**src/rtl/inj_seq_pkg.sv**
```systemverilog
package inj_seq_pkg;
  typedef enum logic [3:0] {
    ST_IDLE, ST_SOF, ST_HDR, ST_DATA, ST_PAD, ST_EOF, ST_CRC, ST_CHK, ST_STALL
  } seq_state_e;
  localparam int unsigned MIN_WORDS = 15;
  localparam int unsigned MIN_BYTES = MIN_WORDS * 4;
endpackage

```
**src/rtl/inj_len_calc.sv**
```systemverilog
module inj_len_calc
  import inj_seq_pkg::*;
#(
  parameter int unsigned LEN_W = 14
) (
  input  logic [LEN_W-1:0] len,
  output logic [LEN_W-1:0] n_words,
  output logic [3:0]       pad_words,
  output logic [1:0]       vld_bytes
);
  logic [LEN_W:0] rounded;
  logic           short_w;

  always_comb begin
    rounded   = {1'b0, len} + (LEN_W+1)'(3);
    n_words   = {1'b0, rounded[LEN_W:2]};
    short_w   = n_words < LEN_W'(MIN_WORDS);
    pad_words = short_w ? 4'(LEN_W'(MIN_WORDS) - n_words) : 4'd0;
    vld_bytes = (len < LEN_W'(MIN_BYTES)) ? 2'd0 : len[1:0];
  end
endmodule

```
**src/rtl/inj_backoff_timer.sv**
```systemverilog
module inj_backoff_timer #(
  parameter int unsigned LOAD  = 12500,
  localparam int unsigned CNT_W = $clog2(LOAD + 1)
) (
  input  logic clk,
  input  logic rst_n,
  input  logic start,
  input  logic active,
  output logic expired
);
  logic [CNT_W-1:0] cnt_q, cnt_d;
  logic             cnt_en;

  always_comb begin
    cnt_en = start || (active && cnt_q != '0);
    cnt_d  = cnt_q;
    if (start)       cnt_d = CNT_W'(LOAD - 1);
    else if (cnt_en) cnt_d = cnt_q - CNT_W'(1);
  end

  always_ff @(posedge clk or negedge rst_n) begin
    if (!rst_n)      cnt_q <= '0;
    else if (cnt_en) cnt_q <= cnt_d;
  end

  assign expired = active && (cnt_q == '0);
endmodule

```
**src/rtl/inj_word_seq.sv**
```systemverilog
module inj_word_seq
  import inj_seq_pkg::*;
#(
  parameter int unsigned LEN_W      = 14,
  parameter int unsigned HDR_WORDS  = 9,
  parameter int unsigned CLK_MHZ    = 250,
  parameter int unsigned TIMEOUT_NS = 50000,
  localparam int unsigned HDR_W     = 32 * HDR_WORDS,
  localparam int unsigned TMO_CYC   = (CLK_MHZ * TIMEOUT_NS / 1000) > 0 ?
                                      (CLK_MHZ * TIMEOUT_NS / 1000) : 1
) (
  input  logic             clk,
  input  logic             rst_n,
  input  logic             req_valid,
  input  logic [LEN_W-1:0] req_len,
  input  logic [HDR_W-1:0] hdr_in,
  output logic             req_accept,
  output logic             req_refuse,
  input  logic [31:0]      dat_in,
  output logic             dat_rd,
  input  logic             q_rdy,
  input  logic             q_wmark,
  output logic             q_wr,
  output logic [31:0]      q_data,
  output logic             q_ctl_wr,
  output logic             q_sof,
  output logic             q_eof,
  output logic [1:0]       q_gap,
  output logic [1:0]       q_vld,
  output logic             wm_clr,
  output logic             busy
);
  seq_state_e       st_q, st_d;
  logic [LEN_W-1:0] cnt_q, cnt_d, len_q;
  logic [HDR_W-1:0] hdr_q, hdr_d;
  logic             cnt_en, hdr_en, len_en;
  logic [LEN_W-1:0] n_words;
  logic [3:0]       pad_words;
  logic [1:0]       vld_bytes;
  logic             tmr_start, tmr_done;

  inj_len_calc #(.LEN_W(LEN_W)) u_len (
    .len(len_q), .n_words(n_words), .pad_words(pad_words), .vld_bytes(vld_bytes)
  );

  inj_backoff_timer #(.LOAD(TMO_CYC)) u_tmr (
    .clk(clk), .rst_n(rst_n), .start(tmr_start),
    .active(st_q == ST_STALL), .expired(tmr_done)
  );

  assign req_accept = (st_q == ST_IDLE) && req_valid && q_rdy;
  assign req_refuse = req_valid &&
                      (((st_q == ST_IDLE) && !q_rdy) || (st_q == ST_STALL));
  assign tmr_start  = (st_q == ST_CHK) && q_wmark;

  always_comb begin
    st_d  = st_q;
    cnt_d = cnt_q;
    unique case (st_q)
      ST_IDLE: if (req_accept) st_d = ST_SOF;
      ST_SOF: begin st_d = ST_HDR; cnt_d = '0; end
      ST_HDR: begin
        if (cnt_q == LEN_W'(HDR_WORDS - 1)) begin
          cnt_d = '0;
          if (n_words != '0)        st_d = ST_DATA;
          else if (pad_words != 0)  st_d = ST_PAD;
          else                      st_d = ST_EOF;
        end else cnt_d = cnt_q + LEN_W'(1);
      end
      ST_DATA: begin
        if (cnt_q == n_words - LEN_W'(1)) begin
          cnt_d = '0;
          st_d  = (pad_words != 0) ? ST_PAD : ST_EOF;
        end else cnt_d = cnt_q + LEN_W'(1);
      end
      ST_PAD: begin
        if (cnt_q == LEN_W'(pad_words) - LEN_W'(1)) begin
          cnt_d = '0;
          st_d  = ST_EOF;
        end else cnt_d = cnt_q + LEN_W'(1);
      end
      ST_EOF:   st_d = ST_CRC;
      ST_CRC:   st_d = ST_CHK;
      ST_CHK:   st_d = q_wmark ? ST_STALL : ST_IDLE;
      ST_STALL: if (tmr_done) st_d = ST_IDLE;
      default:  st_d = ST_IDLE;
    endcase
  end

  assign cnt_en = (cnt_d != cnt_q);
  assign len_en = req_accept;
  assign hdr_en = req_accept || (st_q == ST_HDR);
  assign hdr_d  = req_accept ? hdr_in : (hdr_q >> 32);

  always_ff @(posedge clk or negedge rst_n) begin
    if (!rst_n) begin
      st_q  <= ST_IDLE;
      cnt_q <= '0;
      len_q <= '0;
      hdr_q <= '0;
    end else begin
      st_q <= st_d;
      if (cnt_en) cnt_q <= cnt_d;
      if (len_en) len_q <= req_len;
      if (hdr_en) hdr_q <= hdr_d;
    end
  end

  always_comb begin
    q_ctl_wr = (st_q == ST_SOF) || (st_q == ST_EOF);
    q_sof    = (st_q == ST_SOF);
    q_eof    = (st_q == ST_EOF);
    q_gap    = q_ctl_wr ? 2'd1 : 2'd0;
    q_vld    = q_eof ? vld_bytes : 2'd0;
    q_wr     = (st_q == ST_HDR) || (st_q == ST_DATA) ||
               (st_q == ST_PAD) || (st_q == ST_CRC);
    dat_rd   = (st_q == ST_DATA);
    q_data   = (st_q == ST_HDR)  ? hdr_q[31:0] :
               (st_q == ST_DATA) ? dat_in : 32'd0;
    busy     = (st_q == ST_STALL);
    wm_clr   = tmr_done && q_wmark;
  end

  assert_refuse_idle_R1: assert property (@(posedge clk) disable iff (!rst_n)
    req_refuse |=> (!q_wr && !q_ctl_wr));
  assert_sof_follows_R2: assert property (@(posedge clk) disable iff (!rst_n)
    req_accept |=> (q_ctl_wr && q_sof && q_gap == 2'd1 && !q_wr));
  assert_hdr_first_R3: assert property (@(posedge clk) disable iff (!rst_n)
    q_sof |=> (q_wr && !dat_rd));
  assert_crc_zero_R7: assert property (@(posedge clk) disable iff (!rst_n)
    q_eof |=> (q_wr && q_data == 32'd0 && !q_ctl_wr));
  assert_stall_entry_R8: assert property (@(posedge clk) disable iff (!rst_n)
    $rose(busy) |-> ($past(q_wmark) && !$past(q_wr)));
  assert_clr_exit_R9: assert property (@(posedge clk) disable iff (!rst_n)
    wm_clr |=> (!busy && !q_wr && !q_ctl_wr));
endmodule

```
**config.mk**
```make
export PLATFORM = sky130hd
export DESIGN_NAME = inj_word_seq
export DESIGN_NICKNAME = d
export VERILOG_FILES = /design/src/rtl/inj_seq_pkg.sv /design/src/rtl/inj_len_calc.sv /design/src/rtl/inj_backoff_timer.sv /design/src/rtl/inj_word_seq.sv
export SDC_FILE = /design/constraint.sdc
export NUM_CORES = 1
export LEC_CHECK = 0
export BUFFER_PORTS_ARGS = -buffer_cell sky130_fd_sc_hd__buf_2
export CAP_MARGIN = 20
export CORE_ASPECT_RATIO = 1.75
export CORE_MARGIN = 3
export CORE_UTILIZATION = 51
export CTS_BUF_LIST = sky130_fd_sc_hd__clkbuf_16
export DETAILED_ROUTE_END_ITERATION = 12
export PLACE_DENSITY = 0.8
export SETUP_SLACK_MARGIN = 0.15
export SYNTH_ARGS = -nofsm -noshare
export SYNTH_HDL_FRONTEND = slang
export SYNTH_HIERARCHICAL = 1
export SYNTH_SLANG_ARGS = --single-unit
```
**constraint.sdc**
```tcl
create_clock -name clk -period 7.9 [get_ports clk]
set_input_delay 1.185 -clock clk [delete_from_list [all_inputs] [get_ports clk]]
set_output_delay 1.185 -clock clk [all_outputs]
set_load 0.05 [all_outputs]
```
Word level (Yosys, flattened, before mapping). Cells that the tools add are included.

Multiplexer cells: 21. Reductions and logical operators: 22. Equal/unequal tests: 17. $add $sub $neg: 6. Magnitude comparators: 2.

Operators with widths (number): 288-bit 2-to-1 mux (1); 32-bit 2-to-1 mux (2); 14-bit 2-to-1 mux (4); 14-bit case mux with 4 select lines (1); 4-bit case mux with 9 select lines (1); 14-bit equality test (2); 4-bit 2-to-1 mux (7); 14-bit nonzero test (2); 4-bit by 3-bit equality test with 1-bit output (second input constant) (4); 14-bit by 2-bit adder with 15-bit output (second input constant) (1); 14-bit by 1-bit adder with 14-bit output (second input constant) (1); 14-bit by 4-bit equality test with 1-bit output (second input constant) (1); 14-bit zero test (1); 14-bit by 6-bit < comparator with 1-bit output (second input constant) (1); 14-bit inequality test (1); 13-bit by 1-bit subtractor with 14-bit output (second input constant) (1); 14-bit by 1-bit subtractor with 14-bit output (second input constant) (1); 13-bit by 4-bit < comparator with 1-bit output (second input constant) (1); 4-bit by 2-bit equality test with 1-bit output (second input constant) (2); 1-bit logical AND (8); 2-bit inequality test (second input constant) (4); 1-bit logical OR (7); 5-bit AND reduction (1); 4-bit by 1-bit subtractor with 5-bit output (second input constant) (1); other kinds (10) (12).

Output and inout port bits: 45. Logic and storage cells: 73. Register bits after elaboration: 334. Bits of input ports: 339.

Logic depth before layout (Yosys ltp). Gate-level depths: netlist (run 1).

Depth after elaboration: 8. Depth in mapped cells: 13. Mapped depth without buffers: 12.

Modules after synthesis. Netlist (run 1), hierarchy kept.

By module, submodules not included: inj_word_seq (cells an instance 1541, instances 1, seq. area each 8007.7 µm², area each 14415.1 µm²); inj_backoff_timer (cells an instance 90, instances 1, seq. area each 350.3 µm², area each 900.9 µm²); inj_len_calc (cells an instance 54, instances 1, seq. area each 0.0 µm², area each 371.6 µm²).

Least setup slack after synthesis (run 1). Ideal clock, no wire load.

Path kind: input to output. Start point: input q_rdy. End point: output req_accept. Setup slack: 3.984 ns. Data arrival time: 2.731 ns. Cell stages on the path: 5. Path through: nor2b_1 -> and3_1 -> clkbuf_1 -> buf_1 -> clkbuf_1.

Word-level cells in the longest chain between the ends: 1.

RTL lines: start: declaration (line inj_word_seq.sv:21) `input logic q_rdy,`; 1-bit logical AND (line inj_word_seq.sv:51) `assign req_accept = (st_q == ST_IDLE) && req_valid && q_rdy;`; end: declaration (line inj_word_seq.sv:17) `output logic req_accept,`.

Every way passes these cells.

Final worst setup path (run 1).
Start point: register st_q[2]. End point: output q_data[16].

Word-level cells in the longest chain between the ends: 3.

RTL lines: start: declaration (line inj_word_seq.sv:33) `seq_state_e st_q, st_d;`; start signal: assignment (line inj_word_seq.sv:102) `st_q <= st_d;`; 4-bit by 2-bit equality test with 1-bit output (line inj_word_seq.sv:119) `(st_q == ST_DATA) ? dat_in : 32'd0;`; 32-bit 2-to-1 mux (line inj_word_seq.sv:119); 32-bit 2-to-1 mux * (line inj_word_seq.sv:118) `q_data = (st_q == ST_HDR) ? hdr_q[31:0] :`; end: declaration (line inj_word_seq.sv:24) `output logic [31:0] q_data,`.

Mark *: on every way between the ends. The rest lies on a longest branch, timed or not.

==> summary.md, run 1 <==
| Metric | Value |
|---|---|
| Status | `finished, final reports clean` |
| DRT Pass-1 Iters | `6` |
| Clock buffer depth | `3` |
| Clock network power share | `42.4%` |
| Clk slew on worst S/H paths | `0.06 ns` |
| CTS Hold Bufs | `0` |
| Gate Count Post-Synth | `1,685` |
| Multi-input logic area | `6820 sq um` |
| Die width | `139 um` |
| P per Cell Area | `171 nW/um^2` |
| Worst Path Max Fanout | `190` |
| Synth cell types | `67` |
| Row Count | `84` |
| H-tree depth | `1` |
| Final GP Congestion | `0.882` |
| Post-CTS Setup Inserts | `0` |
| CP endpoint kind | `output pin` |
| PortBufs | `382` |
| Power share of the combinational group | `4.0%` |
| Initial Util | `52.0%` |
| Dpl ws | `3.79 ns` |
| Synthesized flop and latch total | `334` |
| RSZ-0062 raised after global routing | `no` |
| Initial antenna violation count | `23` |
| EDFF count, synth | `0` |
| Via count | `13,600` |
| Slew HR | `16.7%` |
| Vias per cell | `5.65` |
| Crit start category | `register` |
| Max Slew Vio Count | `0` |
| Kind of critical path | `reg -> out` |
| Pin count of the biggest net entering global routing | `237` |
| Die Ht | `238 um` |
| Gr busiest metal | `met2` |
| Area delta synth->final | `19.2%` |
| Leak | `0.0100 uW` |
| Starting DRT DRC Count | `951` |
| Sw Ratio | `21.5%` |
| Post-CTS sizing | `0` |
| CTS tree | `built` |
| Total CTS buffers | `30` |
| Vias in the first global route | `13,200` |
| Yosys warns | `6` |
| Placeable core region | `30,200 sq um` |
| Crit path DAT | `2.87 ns` |
| First-pass GRT wire length | `67,800 um` |
| Final wirelength | `42,400 um` |
| Sw Pwr | `685 uW` |
| Critical Path RT | `6.71 ns` |
| Pint | `2500 uW` |
| Slew @ Worst Pin | `1.25 ns` |
| Overall global routing resource usage | `24.8%` |
| GRT met2 Usage | `41.7%` |
| Worst-Skew Late Latency | `0.56 ns` |
| Peak supply drop | `0.000192 V` |
| HPWL after detailed placement | `28,800 um` |
| WHS | `0.474 ns` |
| Met3 usage | `5.27%` |
| Final #Nets | `2,331` |
| Reg power frac | `53.6%` |
| Fmax | `247 MHz` |
| Synth Net Count | `2,030` |
| Met1 Usage GRT | `30.8%` |
| Final Hold Viols | `0` |
| Share of cells above drive strength 1 | `23.5%` |
| Clock Root Buffer | `clkbuf_16` |
| Asr flop ratio synth | `100%` |
| Setup TNS | `0 ns` |
| Per-cell routed wire length | `17.6 um` |
| Synth Cell Area | `15,700 sq um` |
| Reg area | `8360 sq um` |
| Slack of the critical path | `3.84 ns` |
| Synth Flop Type | `dfrtp_1` |
| Ports | `384` |
| Final Cycle Share | `51.4%` |
| Die area | `33,000 sq um` |
| Avg Inst Size Synth | `9.31 sq um` |
| Sink Count | `334` |
| Grt total ovfl | `0` |
| ANT nets after route | `0` |
| Fillers | `2,528` |
| Max-cap violation count | `0` |
| Worst min path class | `reg -> reg` |
| Final setup vio count | `0` |
| DR DRC count | `0` |
| Clk_skew | `0.00914 ns` |
| Minimum clock period | `4.06 ns` |
| Sequential fraction of the synthesis area | `53.3%` |
==> cell usage after synthesis (all sizes together) (3+ instances only) <==
cell	n	share of area, %
a2111oi	3	0.53
a211oi	3	0.22
a21o	6	0.29
a21oi	17	0.54
a22o	32	1.8
a22oi	256	12
a31oi	3	0.12
and2	7	0.28
and3	6	0.24
buf	14	0.44
clkbuf	109	2.6
dfrtp	334	53
ha	6	0.48
inv	15	0.36
mux2	15	1.1
nand2	605	14
nand2b	8	0.32
nand3	17	0.54
nand3b	3	0.14
nand4	6	0.33
nand4b	3	0.26
nor2	36	0.86
nor3	22	0.73
nor3b	5	0.24
nor4	15	0.87
o211ai	3	0.23
o21ai	40	1.3
o31ai	5	0.24
or3	6	0.24
or4	10	0.53
xnor2	24	1.3
xor2	18	1.0
==> worst paths after layout <==
kind / depth (start not counted) / slack, ns / from / end
setup / recovery: 5 / 3.84 / st_q[2] / q_data[16]
hold / removal: 2 / 0.47 / hdr_q[24] / hdr_q[24]
setup reg to reg: 12 / 4.08 / len_q[2] / cnt_q[8]
hold reg to reg: 2 / 0.47 / hdr_q[24] / hdr_q[24]
max in group asynchronous: 2 / 5.83 / rst_n / hdr_q[208]
min in group asynchronous: 1 / 0.65 / rst_n / hdr_q[250]
==> area by class of cell <==
type                            count  area share [%]
Multi-Input combinational cell   1213            36.4
Sequential cell                   334            44.7
Timing Repair Buffer              392            11.0
Antenna cell                       20           0.268
Inverter                           15           0.301
Tap cell                          387            2.59
Clock buffer                       31            4.15
Clock inverter                     19           0.582
==> state kept, by name, summed over array words and instances (netlist names) <==
name and flops:
u_tmr/cnt_q 14, cnt_q 14, st_q 4, hdr_q 288, len_q 14
==> through the flow <==
stage          area [sq um]  instances  power, uW  util, %
3_5_place_dp          17800       2341       1870     58.9
2_1_floorplan         15700       1685       1750        -
6_report              18700       2411       3190     62.0
5_1_grt               18700       2409       3300     62.0
3_3_place_gp          17700       2340       1870     58.8
4_1_cts               18700       2391       3230     61.8
==> cell families (layout without fill, tap and decap cells) <==
family	Yosys count	in the layout	synth area share, %
flops	334	334	53.3
xor+xnor	42	42	2.34
simple gates	761	761	20.7
fa+ha+maj	6	6	0.479
mux	16	16	1.14
other cells	2	22	0.0479
compound gates	386	386	18.6
buf+inv	138	457	3.42
==> critical path, cell delays in order (launching register included) <==
cell	delay, ns
dfrtp_1	0.52
nand2b_1	0.30
nor3_2	0.25
buf_12	0.52
a22o_1	0.24
buf_2	0.26
==> layer usage <==
layer / part of all wire, % / wire (um) / vias up
met4: 4.5 / 1890 / 6
met5: 0.080 / 34 / -
met2: 50 / 21100 / 536
li1: - / - / 6481
met1: 38 / 16300 / 6491
met3: 7.2 / 3060 / 106
==> power by group through the flow <==
stage | logic (uW) | clock network (uW) | registers, uW
after floorplan | 4.73 | 0 | 1740
after detailed placement | 129 | 0 | 1740
final | 127 | 1350 | 1710
after global placement | 128 | 0 | 1740
after global routing | 141 | 1450 | 1710
after CTS | 130 | 1390 | 1710
==> cell usage in the layout (no fill, tap or decap), types with 24 or more instances in the layout <==
cell	n
nand2_1	605
a22oi_1	256
dfrtp_1	334
xnor2_1	24
buf_2	381
clkbuf_16	31
o21ai_0	39
a22o_1	32
nor2_1	34
Note: power is estimated with default switching activity, not from simulation.
==> run 2: changes to the inputs <==
Settings changed: CORE_UTILIZATION 51 to 49.
Clock period 7.9 ns to 3.6 ns, I/O delays scaled along.
==> run 2 against run 1 <==
Final cell count up 1.7%. Via count grew 1.0%. Sequential cell count did not move. First-iteration DRC count is 14% lower. Critical path type is now reg -> reg. Count of clock-buffer cells in the layout unchanged. Clock skew increased by 0.0025 ns. Routed wire length up 3.1%. Global-route usage is 0.64 points lower. Combinational power up 130%. Largest power group unchanged. Power up 120%.
==> summary.md, run 2 (synthesized netlist as in run 1, its figures left out) <==
| Metric | Value |
|---|---|
| Status | `finished, final reports clean` |
| Max-cap violation count | `0 (unchanged)` |
| Total power | `7150 uW (+120%)` |
| Crit start category | `register` |
| Final #Nets | `2,365 (+1.5%)` |
| PortBufs | `382 (unchanged)` |
| Max Slew Vio Count | `0 (unchanged)` |
| Sink Count | `334 (unchanged)` |
| Minimum clock period | `3.48 ns` |
| Final setup vio count | `0 (unchanged)` |
| DR DRC count | `0 (unchanged)` |
| First-pass GRT wire length | `67,600 um (-0.28%)` |
| Pint | `5590 uW (+120%)` |
| Crit path DAT | `3.94 ns (+1.07 ns)` |
| Overall global routing resource usage | `24.1% (-0.64 points)` |
| Max reg flops | `288 (unchanged)` |
| ANT nets after route | `0 (unchanged)` |
| Total CTS buffers | `31 (+3.3%)` |
| Share of cells above drive strength 1 | `26.0% (+2.5 points)` |
| Reg power frac | `52.5% (-1.1 points)` |
| CTS tree | `built` |
| Slack of the critical path | `0.122 ns (-3.72 ns)` |
| Vias per cell | `5.61 (-0.63%)` |
| Critical Path RT | `4.06 ns (-2.65 ns)` |
| Fmax | `288 MHz` |
| Dpl ws | `-0.0541 ns (-3.85 ns)` |
| Area delta synth->final | `22.1%` |
| CTS Hold Bufs | `0 (unchanged)` |
| Leak | `0.0103 uW (+2.6%)` |
| H-tree depth | `1 (unchanged)` |
| Per-cell routed wire length | `17.8 um (+1.4%)` |
| Die width | `141 um (+1.9%)` |
| Placeable core region | `31,500 sq um (+4.5%)` |
| DRT Pass-1 Iters | `6 (unchanged)` |
| HPWL after detailed placement | `29,900 um (+4.0%)` |
| Initial Util | `49.8% (-2.2 points)` |
| Clk_skew | `0.0116 ns (+0.00246 ns)` |
| Slew @ Worst Pin | `0.949 ns (-0.301 ns)` |
| Worst min path class | `in -> async` |
| Sw Pwr | `1560 uW (+130%)` |
| Slew HR | `36.5% (+20 points)` |
| Ports | `384 (unchanged)` |
| Die Ht | `243 um (+2.0%)` |
| R2R cell count | `13 (+1)` |
| Clock Root Buffer | `clkbuf_16` |
| Clock buffer depth | `3 (unchanged)` |
| Clk slew on worst S/H paths | `0.07 ns (about the same)` |
| Grt total ovfl | `0 (unchanged)` |
| Final Hold Viols | `0 (unchanged)` |
| CP endpoint kind | `register` |
| Commonest non-fill, non-tap cells in the layout | `nand2_1, buf_2, dfrtp_1` |
| Largest reg by FF count | `hdr_q` |
| Initial antenna violation count | `14 (-39%)` |
| RSZ-0062 raised after global routing | `yes` |
| Vias in the first global route | `13,000 (-1.7%)` |
| Power share of the combinational group | `4.1% (about the same)` |
| Kind of critical path | `reg -> reg` |
| Clock network power share | `43.4% (+1.0 points)` |
| Final wirelength | `43,700 um (+3.1%)` |
| Pin count of the biggest net entering global routing | `155 (-35%)` |
| Row Count | `86 (+2.4%)` |
| Peak supply drop | `0.000458 V (+140%)` |
| P per Cell Area | `373 nW/um^2 (+120%)` |
| Starting DRT DRC Count | `822 (-14%)` |
| Final Cycle Share | `96.6%` |
| Via count | `13,800 (+1.0%)` |
| Worst-Skew Late Latency | `0.57 ns (about the same)` |
| Die area | `34,300 sq um (+3.9%)` |
| Final GP Congestion | `0.893 (+1.2%)` |
| Sw Ratio | `21.8% (+0.27 points)` |
| Worst Path Max Fanout | `6 (-97%)` |
| Most common cell after layout, fill and taps aside | `nand2_1` |
[run 2: cell count changes in the layout (fill, tap and decap cells not counted), moves of 3 or more]
cell / before / now
buf_12: 3 / 8
buf_4: 6 / 35
dfrtp_1: 334 / 325
dfrtp_2: 0 / 9
diode_2: 20 / 13
nor3_1: 20 / 17
or4_1: 8 / 5
or4_4: 2 / 5
[run 2: area by class of cell]
class / count / area (sq um)
Multi-Input combinational cell: 1213 / 6910
Inverter: 15 / 56.3
Clock inverter: 24 / 165
Sequential cell: 334 / 8370
Antenna cell: 13 / 32.5
Fill cell: 2675 / 12400
Tap cell: 396 / 495
Clock buffer: 31 / 776
Timing Repair Buffer: 425 / 2340
[run 2: path summary, 6_finish.rpt]
kind | from | end | slack (ns)
worst max-delay path | len_q[1] | cnt_q[2] | 0.12
worst min-delay path | rst_n | hdr_q[250] | 0.03
worst max register to register | len_q[1] | cnt_q[2] | 0.12
worst min register to register | hdr_q[0] | hdr_q[0] | 0.47
max in group asynchronous | rst_n | hdr_q[61] | 2.65
min in group clk | hdr_in[272] | hdr_q[272] | 0.16
[run 2: power groups by stage]
stage	clock network, uW	registers [uW]	logic, uW
floorplan	0	3820	10.4
global placement	0	3820	291
detailed placement	0	3820	295
CTS	3170	3750	297
global route	3330	3750	323
finish	3100	3750	293
[run 2: worst max-delay path, stage by stage, from the launching register on]
cell,delay (ns)
dfrtp_2,0.46
o211ai_4,0.27
buf_4,0.17
nor3_4,0.04
xor2_1,0.16
or4_4,0.57
nor4_4,0.32
xnor2_2,0.12
a2111oi_4,0.29
nand4b_4,0.18
a211oi_4,0.37
buf_4,0.19
o21bai_1,0.06
a21o_1,0.17
[run 2: layer usage]
metal  part of all wire, %  track usage, %
met4                   4.3            10.3
met1                    38            30.8
met2                    51            40.4
met3                   7.1            4.02
met5                 0.030               0
[run 2: what timing repair did]
| item | CTS | global route |
|---|---|---|
| setup buffers | 1 | 14 |
| resized for setup | 11 | 15 |
| endpoints found under the setup margin | 14 | 15 |
| pin swaps | 5 | 7 |
[run 2: through the flow]
stage / cells / hold slack [ns] / instance area (sq um) / utilization [%] / setup TNS (ns)
finish: 2451 / 0.0303 / 19100 / 60.7 / 0
global route: 2451 / 0.0861 / 19100 / 60.7 / -0.0152
CTS: 2424 / 0.0433 / 18900 / 60.1 / 0
detailed placement: 2368 / 0.462 / 18000 / 57.0 / -0.409
floorplan: 1685 / 0.244 / 15700 / - / 0
global placement: 2368 / 0.458 / 18000 / 57.0 / 0
==> run 3: changes to the inputs <==
--- a/config.mk
+++ b/config.mk
@@ -16,2 +16,3 @@
 export SETUP_SLACK_MARGIN = 0.15
+export SKIP_CTS_REPAIR_TIMING = 1
 export SYNTH_ARGS = -nofsm -noshare
--- a/constraint.sdc
+++ b/constraint.sdc
@@ -3,2 +3,2 @@
 set_output_delay 0.54 -clock clk [all_outputs]
-set_load 0.05 [all_outputs]
+set_load 0.02 [all_outputs]
==> run 3 against run 2 <==
Sequential power about the same. Setup slack got worse by 0.015 ns. Global-route usage decreased by 0.059 points. Routed wire length fell by 0.29%. Register-to-register slack lost 0.02 ns. Final cell count is 0.24% lower. Power is 1.9% higher. Critical path depth increased by 1. Largest cell class unchanged.
==> summary.md, run 3 (synthesized netlist as in run 1, its figures left out) <==
| Metric | Value |
|---|---|
| Kind of critical path | `reg -> reg` |
| Initial antenna violation count | `15 (+1)` |
| Sink Count | `334 (unchanged)` |
| DRT Pass-1 Iters | `6 (unchanged)` |
| Crit start category | `register` |
| Max reg flops | `288 (unchanged)` |
| Power share of the combinational group | `4.0% (about the same)` |
| Fmax | `286 MHz (-0.43%)` |
| Clock buffer depth | `3 (unchanged)` |
| Dpl ws | `-0.0478 ns (+0.00635 ns)` |
| Via count | `13,700 (-0.12%)` |
| Sw Pwr | `1570 uW (+1.1%)` |
| Slack of the critical path | `0.107 ns (-0.0152 ns)` |
| Final Cycle Share | `97.0% (+0.42 points)` |
| Total CTS buffers | `30 (-3.2%)` |
| CTS tree | `built` |
| Vias in the first global route | `13,300 (+2.1%)` |
| Placeable core region | `31,500 sq um (unchanged)` |
| Clk_skew | `0.0149 ns (+0.00331 ns)` |
| Row Count | `86 (unchanged)` |
| Per-cell routed wire length | `17.8 um (about the same)` |
| H-tree depth | `1 (unchanged)` |
| Pint | `5710 uW (+2.1%)` |
| Critical Path RT | `4.06 ns (about the same)` |
| Die Ht | `243 um (unchanged)` |
| Slew HR | `36.9% (+0.37 points)` |
| ANT nets after route | `0 (unchanged)` |
| Worst-Skew Late Latency | `0.57 ns (about the same)` |
| Ports | `384 (unchanged)` |
| CP endpoint kind | `register` |
| Reg area | `8370 sq um (about the same)` |
| Pin count of the biggest net entering global routing | `196 (+26%)` |
| Commonest non-fill, non-tap cells in the layout | `nand2_1, buf_2, dfrtp_1` |
| P per Cell Area | `379 nW/um^2 (+1.5%)` |
| First-pass GRT wire length | `67,600 um (about the same)` |
| Largest reg by FF count | `hdr_q` |
| Max-cap violation count | `0 (unchanged)` |
| Max Slew Vio Count | `0 (unchanged)` |
| RSZ-0062 raised after global routing | `yes` |
| Area delta synth->final | `22.5%` |
| PortBufs | `382 (unchanged)` |
| Clock network power share | `44.5% (+1.1 points)` |
| Multi-input logic area | `6960 sq um (+0.71%)` |
| Starting DRT DRC Count | `825 (+0.36%)` |
| Final #Nets | `2,355 (-0.42%)` |
| Most common cell after layout, fill and taps aside | `nand2_1` |
| Share of cells above drive strength 1 | `26.1% (+0.10 points)` |
| Sw Ratio | `21.6% (-0.16 points)` |
| Final setup vio count | `0 (unchanged)` |
| Final GP Congestion | `0.907 (+1.6%)` |
| Slew @ Worst Pin | `0.943 ns (-0.00547 ns)` |
| Worst Path Max Fanout | `8 (+2)` |
| Status | `finished, final reports clean` |
| Worst min path class | `in -> async` |
| Minimum clock period | `3.49 ns (+0.0152 ns)` |
| Initial Util | `49.8% (unchanged)` |
| Leak | `0.0102 uW (-0.42%)` |
| DR DRC count | `0 (unchanged)` |
| Vias per cell | `5.62 (+0.12%)` |
| Grt total ovfl | `0 (unchanged)` |
| WHS | `0.0249 ns (-0.00533 ns)` |
| Reg power frac | `51.5% (-1.0 points)` |
| Fillers | `2,676 (+0.037%)` |
| Die area | `34,300 sq um (unchanged)` |
| Overall global routing resource usage | `24.1% (-0.059 points)` |
| Die width | `141 um (unchanged)` |
| Clock Root Buffer | `clkbuf_16` |
| HPWL after detailed placement | `30,000 um (+0.30%)` |
| Clk slew on worst S/H paths | `0.07 ns (about the same)` |
| Final wirelength | `43,600 um (-0.29%)` |
| Peak supply drop | `0.000421 V (-8.2%)` |
| Final Hold Viols | `0 (unchanged)` |
| Crit path DAT | `3.95 ns (about the same)` |
-- run 3: metrics by stage --
step | power, uW | setup TNS (ns) | instance area, sq um | utilization [%] | instances
after detailed placement | 4120 | -0.368 | 18000 | 57.0 | 2366
after global placement | 4110 | 0 | 18000 | 57.0 | 2366
after global routing | 7530 | -0.0717 | 19200 | 60.9 | 2445
after floorplan | 3830 | 0 | 15700 | - | 1685
final | 7280 | 0 | 19200 | 60.9 | 2445
after CTS | 7370 | -0.674 | 19000 | 60.2 | 2422
-- run 3: path summary, 6_finish.rpt --
path / slack [ns] / end / start / cells past startpoint
setup / recovery: 0.11 / cnt_q[2] / len_q[0] / 14
hold / removal: 0.02 / hdr_q[186] / rst_n / 1
setup reg to reg: 0.11 / cnt_q[2] / len_q[0] / 14
hold reg to reg: 0.47 / hdr_q[214] / hdr_q[214] / 2
max in group asynchronous: 2.65 / hdr_q[40] / rst_n / 2
min in group clk: 0.17 / hdr_q[262] / hdr_in[262] / 3
-- run 3: power groups by stage --
stage | logic, uW | clock network (uW) | registers, uW
6_report | 289 | 3240 | 3750
2_1_floorplan | 7.67 | 0 | 3820
4_1_cts | 295 | 3330 | 3750
3_5_place_dp | 293 | 0 | 3820
5_1_grt | 319 | 3470 | 3750
3_3_place_gp | 289 | 0 | 3820
-- run 3: area by class of cell --
class,count,share of cell area [%]
antenna,15,0.195
clock buffer,30,3.91
clock inverter,26,1.28
inverter,15,0.293
multi-input combinational,1213,36.2
sequential,334,43.5
tap,396,2.58
timing repair buffer,416,12.0
-- run 3: per-layer routing --
layer	track usage, %	vias to the layer above	routed length, um
li1	-	6539	-
met2	40.3	538	22200
met1	29.7	6556	16100
met5	0	-	0
met3	4.22	109	3210
met4	12.1	0	2070
-- run 3: worst max-delay path: stages (launching register included) --
cell       delay (ns)
dfrtp_2          0.48
o21a_1           0.28
nor2_4           0.17
inv_1            0.06
ha_1             0.21
nor3b_2          0.20
buf_4            0.16
a211oi_1         0.32
a41oi_2          0.09
a2111oi_4        0.45
nand4b_4         0.19
a211oi_4         0.35
buf_4            0.19
o21bai_1         0.06
a21o_1           0.17
